===== config.mk =====
export PLATFORM = sky130hd
export DESIGN_NAME = evt_pacer
export DESIGN_NICKNAME = d
export VERILOG_FILES = /design/src/rtl/evt_pace_pkg.sv /design/src/rtl/pace_cfg_reg.sv /design/src/rtl/pace_div.sv /design/src/rtl/pace_delay.sv /design/src/rtl/evt_pacer.sv
export SDC_FILE = /design/constraint.sdc
export NUM_CORES = 1
export LEC_CHECK = 0
export ABC_AREA = 1
export CORE_ASPECT_RATIO = 2
export CORE_UTILIZATION = 30
export CTS_BUF_LIST = sky130_fd_sc_hd__clkbuf_4 sky130_fd_sc_hd__clkbuf_8
export DETAILED_ROUTE_END_ITERATION = 8
export DONT_BUFFER_PORTS = 1
export PLACE_DENSITY = 0.43
export SLEW_MARGIN = 20
export SYNTH_ARGS = -nofsm -noshare
export SYNTH_HDL_FRONTEND = slang
export SYNTH_SLANG_ARGS = --single-unit

===== constraint.sdc =====
create_clock -name clk -period 2.1 [get_ports clk]
set_input_delay 0.21 -clock clk [delete_from_list [all_inputs] [get_ports clk]]
set_output_delay 0.21 -clock clk [all_outputs]
set_load 0.05 [all_outputs]

===== src/rtl/evt_pace_pkg.sv =====
package evt_pace_pkg;
  parameter int CNT_W  = 8;
  parameter int TIME_W = 12;
  localparam int CFG_W = 32;
  localparam int TLO   = 16;
  localparam int CLO   = 8;

  typedef enum logic [1:0] {PS_IDLE = 2'd0, PS_RUN = 2'd1, PS_FIRE = 2'd2} pace_st_e;

  typedef struct packed {
    logic [TIME_W-1:0] tthr;
    logic [CNT_W-1:0]  cthr;
    logic              tuse;
    logic              cuse;
    logic              tclr;
    logic              cclr;
  } pace_cfg_t;

  function automatic pace_cfg_t cfg_decode(input logic [CFG_W-1:0] w);
    pace_cfg_t c;
    c.tthr = w[TLO +: TIME_W];
    c.cthr = w[CLO +: CNT_W];
    c.tuse = w[3];
    c.cuse = w[2];
    c.tclr = w[1];
    c.cclr = w[0];
    return c;
  endfunction

  function automatic logic [CNT_W-1:0] cnt_step(input logic [CNT_W-1:0] v);
    return (&v) ? v : v + 1'b1;
  endfunction

  function automatic logic [TIME_W-1:0] time_step(input logic [TIME_W-1:0] v);
    return (&v) ? v : v + 1'b1;
  endfunction
endpackage


===== src/rtl/pace_cfg_reg.sv =====
module pace_cfg_reg
  import evt_pace_pkg::*;
(
  input  logic             clk,
  input  logic             rst_n,
  input  logic [CFG_W-1:0] cfg,
  output pace_cfg_t        cfg_q,
  output logic             cfg_chg
);
  pace_cfg_t cfg_d;

  assign cfg_d   = cfg_decode(cfg);
  assign cfg_chg = (cfg_d != cfg_q);

  always_ff @(posedge clk or negedge rst_n) begin
    if (!rst_n) cfg_q <= '0;
    else        cfg_q <= cfg_d;
  end

  // after a change cycle the held fields match what was sampled
  p_cfg_capture_r8: assert property (@(posedge clk) disable iff (!rst_n)
    cfg_chg |=> (cfg_q == $past(cfg_d)));
endmodule


===== src/rtl/pace_div.sv =====
module pace_div
  import evt_pace_pkg::*;
(
  input  logic             clk,
  input  logic             rst_n,
  input  logic             clr,
  input  logic             evt,
  input  logic             use_cnt,
  input  logic             clr_cnt,
  input  logic [CNT_W-1:0] thr,
  output logic             fire,
  output logic [CNT_W-1:0] cnt
);
  pace_st_e st, st_n;
  logic [CNT_W-1:0] cnt_n, cnt_inc;
  logic reach;

  assign cnt_inc = cnt_step(cnt);
  assign reach   = (cnt_inc >= thr);
  assign fire    = (st == PS_FIRE);

  always_comb begin
    st_n  = st;
    cnt_n = cnt;
    if (evt) begin
      if (!use_cnt) begin
        st_n = PS_FIRE;
      end else if (reach) begin
        st_n  = PS_FIRE;
        cnt_n = clr_cnt ? '0 : cnt_inc;
      end else begin
        st_n  = PS_RUN;
        cnt_n = cnt_inc;
      end
    end else if (st == PS_FIRE) begin
      st_n = (cnt == '0) ? PS_IDLE : PS_RUN;
    end
    if (clr) begin
      st_n  = PS_IDLE;
      cnt_n = '0;
    end
  end

  always_ff @(posedge clk or negedge rst_n) begin
    if (!rst_n) begin
      st  <= PS_IDLE;
      cnt <= '0;
    end else begin
      st  <= st_n;
      cnt <= cnt_n;
    end
  end

  // the idle state always holds an empty count
  p_idle_empty_r3: assert property (@(posedge clk) disable iff (!rst_n)
    (st == PS_IDLE) |-> (cnt == '0));
  // with count-clear set, the output cycle shows a zero count
  p_clear_on_fire_r4: assert property (@(posedge clk) disable iff (!rst_n)
    (fire && clr_cnt) |-> (cnt == '0));
  // a disabled divider never accumulates
  p_unused_zero_r2: assert property (@(posedge clk) disable iff (!rst_n)
    (!use_cnt && $past(!use_cnt)) |-> (cnt == '0));
endmodule


===== src/rtl/pace_delay.sv =====
module pace_delay
  import evt_pace_pkg::*;
(
  input  logic              clk,
  input  logic              rst_n,
  input  logic              clr,
  input  logic              evt,
  input  logic              tick,
  input  logic              use_time,
  input  logic              clr_time,
  input  logic [TIME_W-1:0] thr,
  input  logic              div_next,
  output logic              fire,
  output logic [TIME_W-1:0] tm
);
  pace_st_e st, st_n;
  logic [TIME_W-1:0] tm_n, tm_adv;

  assign tm_adv = tick ? time_step(tm) : tm;
  assign fire   = (st == PS_FIRE);

  always_comb begin
    st_n = st;
    tm_n = tm;
    unique case (st)
      PS_IDLE: if (evt && use_time) st_n = PS_RUN;
      PS_RUN: begin
        tm_n = tm_adv;
        if (tm_adv >= thr || div_next) st_n = PS_FIRE;
      end
      PS_FIRE: begin
        if (clr_time) tm_n = '0;
        st_n = evt ? PS_RUN : PS_IDLE;
      end
      default: st_n = PS_IDLE;
    endcase
    if (clr) begin
      st_n = PS_IDLE;
      tm_n = '0;
    end
  end

  always_ff @(posedge clk or negedge rst_n) begin
    if (!rst_n) begin
      st <= PS_IDLE;
      tm <= '0;
    end else begin
      st <= st_n;
      tm <= tm_n;
    end
  end

  // a timer pulse lasts one cycle
  p_single_fire_r7: assert property (@(posedge clk) disable iff (!rst_n)
    fire |=> !fire);
  // elapsed time moves by at most one step while delaying
  p_time_step_r5: assert property (@(posedge clk) disable iff (!rst_n)
    (st == PS_RUN && !clr) |=> (tm == $past(tm) || tm == $past(tm) + 1'b1));
  // time-clear empties the timer after an output cycle
  p_time_clear_r7: assert property (@(posedge clk) disable iff (!rst_n)
    (fire && clr_time && !clr) |=> (tm == '0));
endmodule


===== src/rtl/evt_pacer.sv =====
module evt_pacer
  import evt_pace_pkg::*;
(
  input  logic              clk,
  input  logic              rst_n,
  input  logic              evt_in,
  input  logic              tick,
  input  logic [31:0]       cfg,
  output logic              evt_out,
  output logic [CNT_W-1:0]  stat_count,
  output logic [TIME_W-1:0] stat_time
);
  pace_cfg_t cfg_q;
  logic cfg_chg, div_fire, dly_fire, div_next;

  pace_cfg_reg u_cfg (
    .clk(clk), .rst_n(rst_n), .cfg(cfg), .cfg_q(cfg_q), .cfg_chg(cfg_chg)
  );

  pace_div u_div (
    .clk(clk), .rst_n(rst_n), .clr(cfg_chg), .evt(evt_in),
    .use_cnt(cfg_q.cuse), .clr_cnt(cfg_q.cclr), .thr(cfg_q.cthr),
    .fire(div_fire), .cnt(stat_count)
  );

  assign div_next = cfg_q.cuse && div_fire;

  pace_delay u_dly (
    .clk(clk), .rst_n(rst_n), .clr(cfg_chg), .evt(evt_in), .tick(tick),
    .use_time(cfg_q.tuse), .clr_time(cfg_q.tclr), .thr(cfg_q.tthr),
    .div_next(div_next), .fire(dly_fire), .tm(stat_time)
  );

  assign evt_out = cfg_q.tuse ? dly_fire : div_fire;

  // a configuration change leaves everything idle and empty
  p_cfg_flush_r8: assert property (@(posedge clk) disable iff (!rst_n)
    cfg_chg |=> (!evt_out && stat_count == '0 && stat_time == '0));
  // pass-through releases every accepted event on the next cycle
  p_pass_r2: assert property (@(posedge clk) disable iff (!rst_n)
    (evt_in && !cfg_chg && !cfg_q.cuse && !cfg_q.tuse) |=> evt_out);
  // a divider result reaches the output within the next cycle
  p_div_forces_r6: assert property (@(posedge clk) disable iff (!rst_n)
    (div_next && cfg_q.tuse && !cfg_chg && !evt_out) |=> evt_out);
endmodule


==> impl_metrics.ini, run 1 <==
[grt]
grt_pass1_wl_mm = 14.77
grt.met3_usage_pct = 2.626
grt_max_degree = 49
grt.busiest_layer = met2
grt_pass1_vias = 3221
grt_use_total_pct = 17.73
grt-ovfl-total = 0
gr-usage-met2_pct = 36.24
met1_usage_pct = 16.15
antenna_found_initial = 0

[worst_setup_path]
r2r_end = u_div.cnt[7]
crit_type = reg2reg
r2r_cells = 16
reg2reg_from = u_div.cnt[0]
cpMaxStageDelayCell = dfrtp_2
slowest_delay_ps = 420
cp.arrival_ps = 2460
worst-r2r-setup-slack_ps = -110
critPathCaptureType = register
crit_chain = ha_4, inv_4, nor2_4, nand4_4, xor2_2, inv_1, ha_1, nand2_1, nor2_1, nor2_1, nand2_1, nand2_2, nand2_2, nand2_4, nand4_1, nand2_1
worstPathRequired_ps = 2350
path_max_fanout = 8
crit_top_cell = nand2_1
startpoint_type = register

[timing]
worst_pin_slew_ps = 336.7
grt_setup_unrepaired = true
fmax_mhz = 452.2
finalHoldViolCount = 0
final_max_slew_viol_count = 0
max-slew-margin-rel_pct = 77.50
tns_ps = -687.8
period_share_pct = 105.3
skew_ps = 10.48
finalWorstSetupSlack_ps = -111.3
whs_ps = 6.298
period_minus_slack_ps = 2211
setup_viol = 10

[cells_and_area]
final_common_cell = nand2_1
nNetsFinal = 615
syn_to_final_growth_pct = 37.43
antenna_cells = 0
fin_util_pct = 42.70
mostFrequentLayoutCells = 171 x nand2_1, 61 x inv_1, 61 x buf_4
drive_gt1_share_pct = 27.47
stdcell_count = 694
final_cell_area_um2 = 4502

[synthesis]
avgSynthCellArea_um2 = 7.044
synthesis.area_um2 = 3276
syn-instance-count = 465
yosysUniqueCellTypes = 27
ys_seq_elements = 48
yosysWarnings = 0
yosysSeqAreaShare_pct = 36.67
synthesis.nets = 524

[clock_tree]
cts_root_buf = clkbuf_8
clockBufferDepth = 2
cts_buffers = 5
clkTransAtPathRegs_ps = 100
cts_tree = yes
clk_latency_ps = 320
cts.sinks = 48
htree_levels = 2

[placement]
globalplace.congestion = 0.7760
dp_hpwl_mm = 6.921
port_buffers = 0
place_ws_ps = -158.1
placed_cell_area_um2 = 3906
dp_cells = 653

[routing]
post_drt_via_cell_ratio = 4.451
drt-total-wl_mm = 9.108
drt_iter0_markers = 110
wl_per_cell_um = 13.12
firstDrtPassIters = 4
post-route-drc-count = 0
vias = 3089
ant_nets = 0

[power]
internal-power_mw = 1.413
seqPwrFrac_pct = 51.0
swShare_pct = 25.42
combPwrFrac_pct = 11.3
p_per_area_nw_per_um2 = 420.7
p_leak_nw = 2.452
ir_drop_mv = 0.2620
total_power_mw = 1.894
p_clk_share_pct = 37.7
switching_power_mw = 0.4815

[floorplan]
die_y_um = 149.8
core_area_um2 = 10540
die_width_um = 75.89
initial_core_util_pct = 31.07
die-area_um2 = 11370
ios = 57
fp-row-count = 53

[outcome]
failed_checks = setup timing
status = complete, but fails checks

[min_path]
hold_depth = 2
hold_class = in2reg
holdCritStartpoint = evt_in
holdPathEnd = u_div.st[1]

[run]
maxCapViolations = 0
==> cell type report <==
cell class	instances	area, um^2
Inverter	76	287.8
Fill cell	1114	6042
Sequential cell	48	1225
Timing Repair Buffer	88	747.0
Multi-Input combinational cell	337	1959
Tap cell	137	171.4
Clock inverter	2	35.03
Clock buffer	6	76.32
==> power groups by stage <==
stage | clock network (mW) | registers (mW) | logic [mW]
final | 0.714 | 0.966 | 0.214
after global routing | 0.777 | 0.969 | 0.250
after CTS | 0.751 | 0.965 | 0.213
after detailed placement | 0 | 0.984 | 0.142
after global placement | 0 | 0.983 | 0.137
after floorplan | 0 | 0.980 | 0.113
==> worst max-delay path, delay by kind of cell (launching register included) <==
| kind | cells | cell delay [ps] |
|---|---|---|
| AND/OR/NAND/NOR | 11 | 1010 |
| flip-flops | 1 | 420 |
| XOR/XNOR | 1 | 180 |
| adder cells (fa/ha/maj) | 2 | 420 |
| buffers and inverters | 2 | 100 |
==> synthesized netlist by cell type <==
master | number | area share, %
nand2_1 | 180 | 21
inv_1 | 65 | 7.4
dfrtp_1 | 48 | 37
nor2_1 | 35 | 4.0
ha_1 | 23 | 8.8
nand3_1 | 23 | 3.5
nand4_1 | 14 | 2.7
inv_2 | 10 | 1.1
xor2_1 | 10 | 2.7
a21oi_1 | 9 | 1.4
o21ai_0 | 8 | 1.2
xnor2_1 | 8 | 2.1
nor2_4 | 6 | 2.1
nor3_1 | 4 | 0.61
o21ai_1 | 4 | 0.61
buf_6 | 3 | 1.0
nor2_2 | 3 | 0.57
clkbuf_1 | 2 | 0.23
nand3b_1 | 2 | 0.46
a211o_1 | 1 | 0.27
a21boi_0 | 1 | 0.23
clkinv_1 | 1 | 0.11
nand2_2 | 1 | 0.19
nand3_4 | 1 | 0.53
nand4_2 | 1 | 0.38
nor4_1 | 1 | 0.19
o21a_1 | 1 | 0.23
==> repair_timing <==
| item | in CTS | in global routing |
|---|---|---|
| gates resized for setup | 25 | 13 |
| pin swaps | 7 | 20 |
| endpoints found under the hold margin | 72 | 0 |
| buffers inserted | 5 | 1 |
| cloned | 1 | 0 |
| hold buffers | 26 | 0 |
| setup endpoints to repair | 12 | 12 |
==> how the worst max path moves through the flow <==
| stage | start | endpoint | slack (ps) | cells after the start |
|---|---|---|---|---|
| 6_report | u_div.cnt[0] | u_div.cnt[7] | -110 | 16 |
| 5_1_grt | u_div.cnt[0] | u_div.cnt[7] | -290 | 16 |
| 2_1_floorplan | u_dly.tm[0] | u_dly.st[1] | -110 | 16 |
| 3_3_place_gp | u_dly.tm[1] | u_dly.st[0] | -140 | 16 |
| 4_1_cts | u_dly.tm[1] | u_dly.st[0] | -110 | 13 |
| 3_5_place_dp | u_dly.tm[1] | u_dly.st[0] | -160 | 16 |
==> metal layers <==
layer  part of all wire, %  wire [um]
met1                    35       3174
met2                    60       5474
met3                   2.7        250
met4                   2.3        209
met5                     0          0
==> cell families (layout without fill, tap and decap cells) <==
family          after synthesis  after routing  share of synthesized area (%)
fa+ha+maj                    23             23                          8.785
xor+xnor                     18             18                          4.813
compound gates               24             24                          3.934
simple gates                271            272                          35.83
buf+inv                      81            172                          9.969
flops                        48             48                          36.67
==> flip-flops by register name, summed over array words and instances, names as in the netlist <==
name and flops:
u_cfg.cfg_q 24, u_dly.tm 12, u_div.cnt 8, u_div.st 2
u_dly.st 2
Note: power is estimated with default switching activity, not from simulation.
==> inputs of run 2 (changes only) <==
- CTS_CLUSTER_SIZE: default -> 16
- REMOVE_ABC_BUFFERS: default -> 1
==> run 2 against run 1 <==
  * The flow still finishes with violations (setup timing)
  * Critical path depth down 1
  * Wire length up 2.1%
  * Cell count up 1.6%
  * Largest power group unchanged
  * Fmax down 2.6%
  * Final area up 2.4%
  * First-iteration DRC count down 25%
  * Non-clock buffer count up 12
  * Highest routed layer unchanged
  * Register-to-register slack worse by 60 ps
  * Largest cell class unchanged
  * Clock power down 0.6%
  * Sequential power about the same
==> impl_metrics.ini, run 2 (synthesis gave the netlist of run 1 again) <==
[floorplan]
die_width_um = 75.89
die_y_um = 149.8
ios = 57
fp-row-count = 53
core_area_um2 = 10540
initial_core_util_pct = 31.07
die-area_um2 = 11370

[cells_and_area]
n_fill_cell = 1083
final_common_cell = nand2_1
antenna_cells = 0
largestRegisters = u_cfg.cfg_q (24), u_dly.tm (12), u_div.cnt (8)
syn_to_final_growth_pct = 40.76
drive_gt1_share_pct = 26.76
mostFrequentLayoutCells = 172 x nand2_1, 70 x buf_4, 61 x inv_1
largest_reg_flops = 24
largest-register = u_cfg.cfg_q
stdcell_count = 705
nNetsFinal = 626

[timing]
max-slew-margin-rel_pct = 73.80
grt_setup_unrepaired = true
period_minus_slack_ps = 2271
final_max_slew_viol_count = 0
finalHoldViolCount = 0
fmax_mhz = 440.4
setup_viol = 12
worst_pin_slew_ps = 392.1
skew_ps = 13.64
period_share_pct = 108.1
finalWorstSetupSlack_ps = -170.8

[outcome]
status = complete, but fails checks
failed_checks = setup timing

[power]
swShare_pct = 25.35
switching_power_mw = 0.4815
p_per_area_nw_per_um2 = 412.0
seqPwrFrac_pct = 50.9
p_leak_nw = 2.528
p_clk_share_pct = 37.4
internal-power_mw = 1.418
combPwrFrac_pct = 11.7
ir_drop_mv = 0.3413

[routing]
drt-met1-wl_mm = 3.219
firstDrtPassIters = 4
drt-total-wl_mm = 9.300
routed.top_layer = met4
dr_wl_met3_um = 238
post_drt_via_cell_ratio = 4.471
wl_per_cell_um = 13.19
ant_nets = 0
drt_iter0_markers = 83
post-route-drc-count = 0
wl_met2_mm = 5.555
vias = 3152

[grt]
grt_use_total_pct = 18.10
grt_pass1_vias = 3426
grt_max_degree = 49
grt-ovfl-total = 0
grt_pass1_wl_mm = 15.32
antenna_found_initial = 0

[worst_setup_path]
r2r_cells = 15
reg2reg_from = u_dly.tm[0]
worst-path-buf-inv = 1
startpoint_type = register
worstPathRequired_ps = 2310
worst-r2r-setup-slack_ps = -170
path_delay_family = simple AND/OR/NAND/NOR gates
crit_type = reg2reg
slowest_delay_ps = 460
crit_chain = ha_4, nand2_1, nor2_2, buf_4, nand3_4, a21boi_1, o21ai_1, ha_1, nand2_1, nor2_2, nand2_1, a21oi_2, nor2_2, nand3_1, o21ai_1
path_max_fanout = 5
cpMaxStageDelayCell = dfrtp_2
cp.arrival_ps = 2480
critPathCaptureType = register
r2r_end = u_dly.st[0]

[placement]
port_buffers = 0
dp_hpwl_mm = 7.051
globalplace.congestion = 0.8023
place_ws_ps = -386.6
dp_cells = 663

[clock_tree]
cts_buffers = 5
clkTransAtPathRegs_ps = 100
clockBufferDepth = 2
cts_tree = yes
htree_levels = 2
cts.sinks = 48
clk_latency_ps = 310
cts_root_buf = clkbuf_8

[min_path]
hold_depth = 3
holdPathEnd = u_div.st[0]
hold_class = in2reg
holdCritStartpoint = evt_in

[run]
maxCapViolations = 0
run 2: metrics by stage:
| stage | total power [mW] | setup TNS (ps) | util [%] | area [um^2] | hold slack [ps] |
|---|---|---|---|---|---|
| 3_5_place_dp | 1.128 | -3271 | 37.00 | 3901 | -84.03 |
| 2_1_floorplan | 1.090 | -5493 | - | 3234 | -85.59 |
| 3_3_place_gp | 1.125 | -3461 | 37.00 | 3901 | -83.74 |
| 4_1_cts | 1.923 | -1312 | 42.36 | 4467 | 76.08 |
| 6_report | 1.900 | -1133 | 43.73 | 4611 | 81.77 |
| 5_1_grt | 1.991 | -3428 | 43.73 | 4611 | 73.92 |
run 2: final cells by class:
type	instances	area [um^2]	area share [%]
timing repair buffer	100	847.1	18.37
multi-input combinational	336	1992	43.20
sequential	48	1204	26.11
tap	137	171.4	3.718
clock inverter	2	35.03	0.7598
inverter	76	285.3	6.187
clock buffer	6	76.32	1.655
run 2: power by group through the flow:
stage                     sequential, mW  combinational [mW]  clock (mW)
after floorplan                    0.980               0.110           0
after global placement             0.983               0.141           0
after detailed placement           0.984               0.144           0
after CTS                          0.966               0.217       0.739
after global routing               0.970               0.260       0.762
final                              0.966               0.223       0.710
run 2: what timing repair did:
item	in CTS	in global routing
endpoints found under the setup margin	12	12
endpoints found under the hold margin	73	0
gates cloned	0	0
hold buffers	27	0
setup buffers	3	4
pin swaps	18	24
gates resized for setup	37	26
run 2: how the worst max path moves through the flow:
stage / start / endpoint / slack (ps) / cells after the start
detailed placement: u_dly.tm[0] / u_dly.st[0] / -390 / 15
finish: u_dly.tm[0] / u_dly.st[0] / -170 / 15
global placement: u_dly.tm[0] / u_dly.st[0] / -360 / 15
floorplan: u_div.cnt[0] / u_div.cnt[6] / -490 / 16
global route: u_dly.tm[11] / u_dly.st[1] / -360 / 17
CTS: u_dly.tm[0] / u_dly.st[1] / -220 / 16
run 2: metal layers:
metal,vias up,GRT usage (%)
li1,1642,-
met2,46,36.68
met4,0,7.407
met1,1450,16.69
met3,14,2.222
met5,-,0
run 2: tightest hold or removal path: cells and delay by family:
family	cells	cell delay, ps
simple gates	3	160
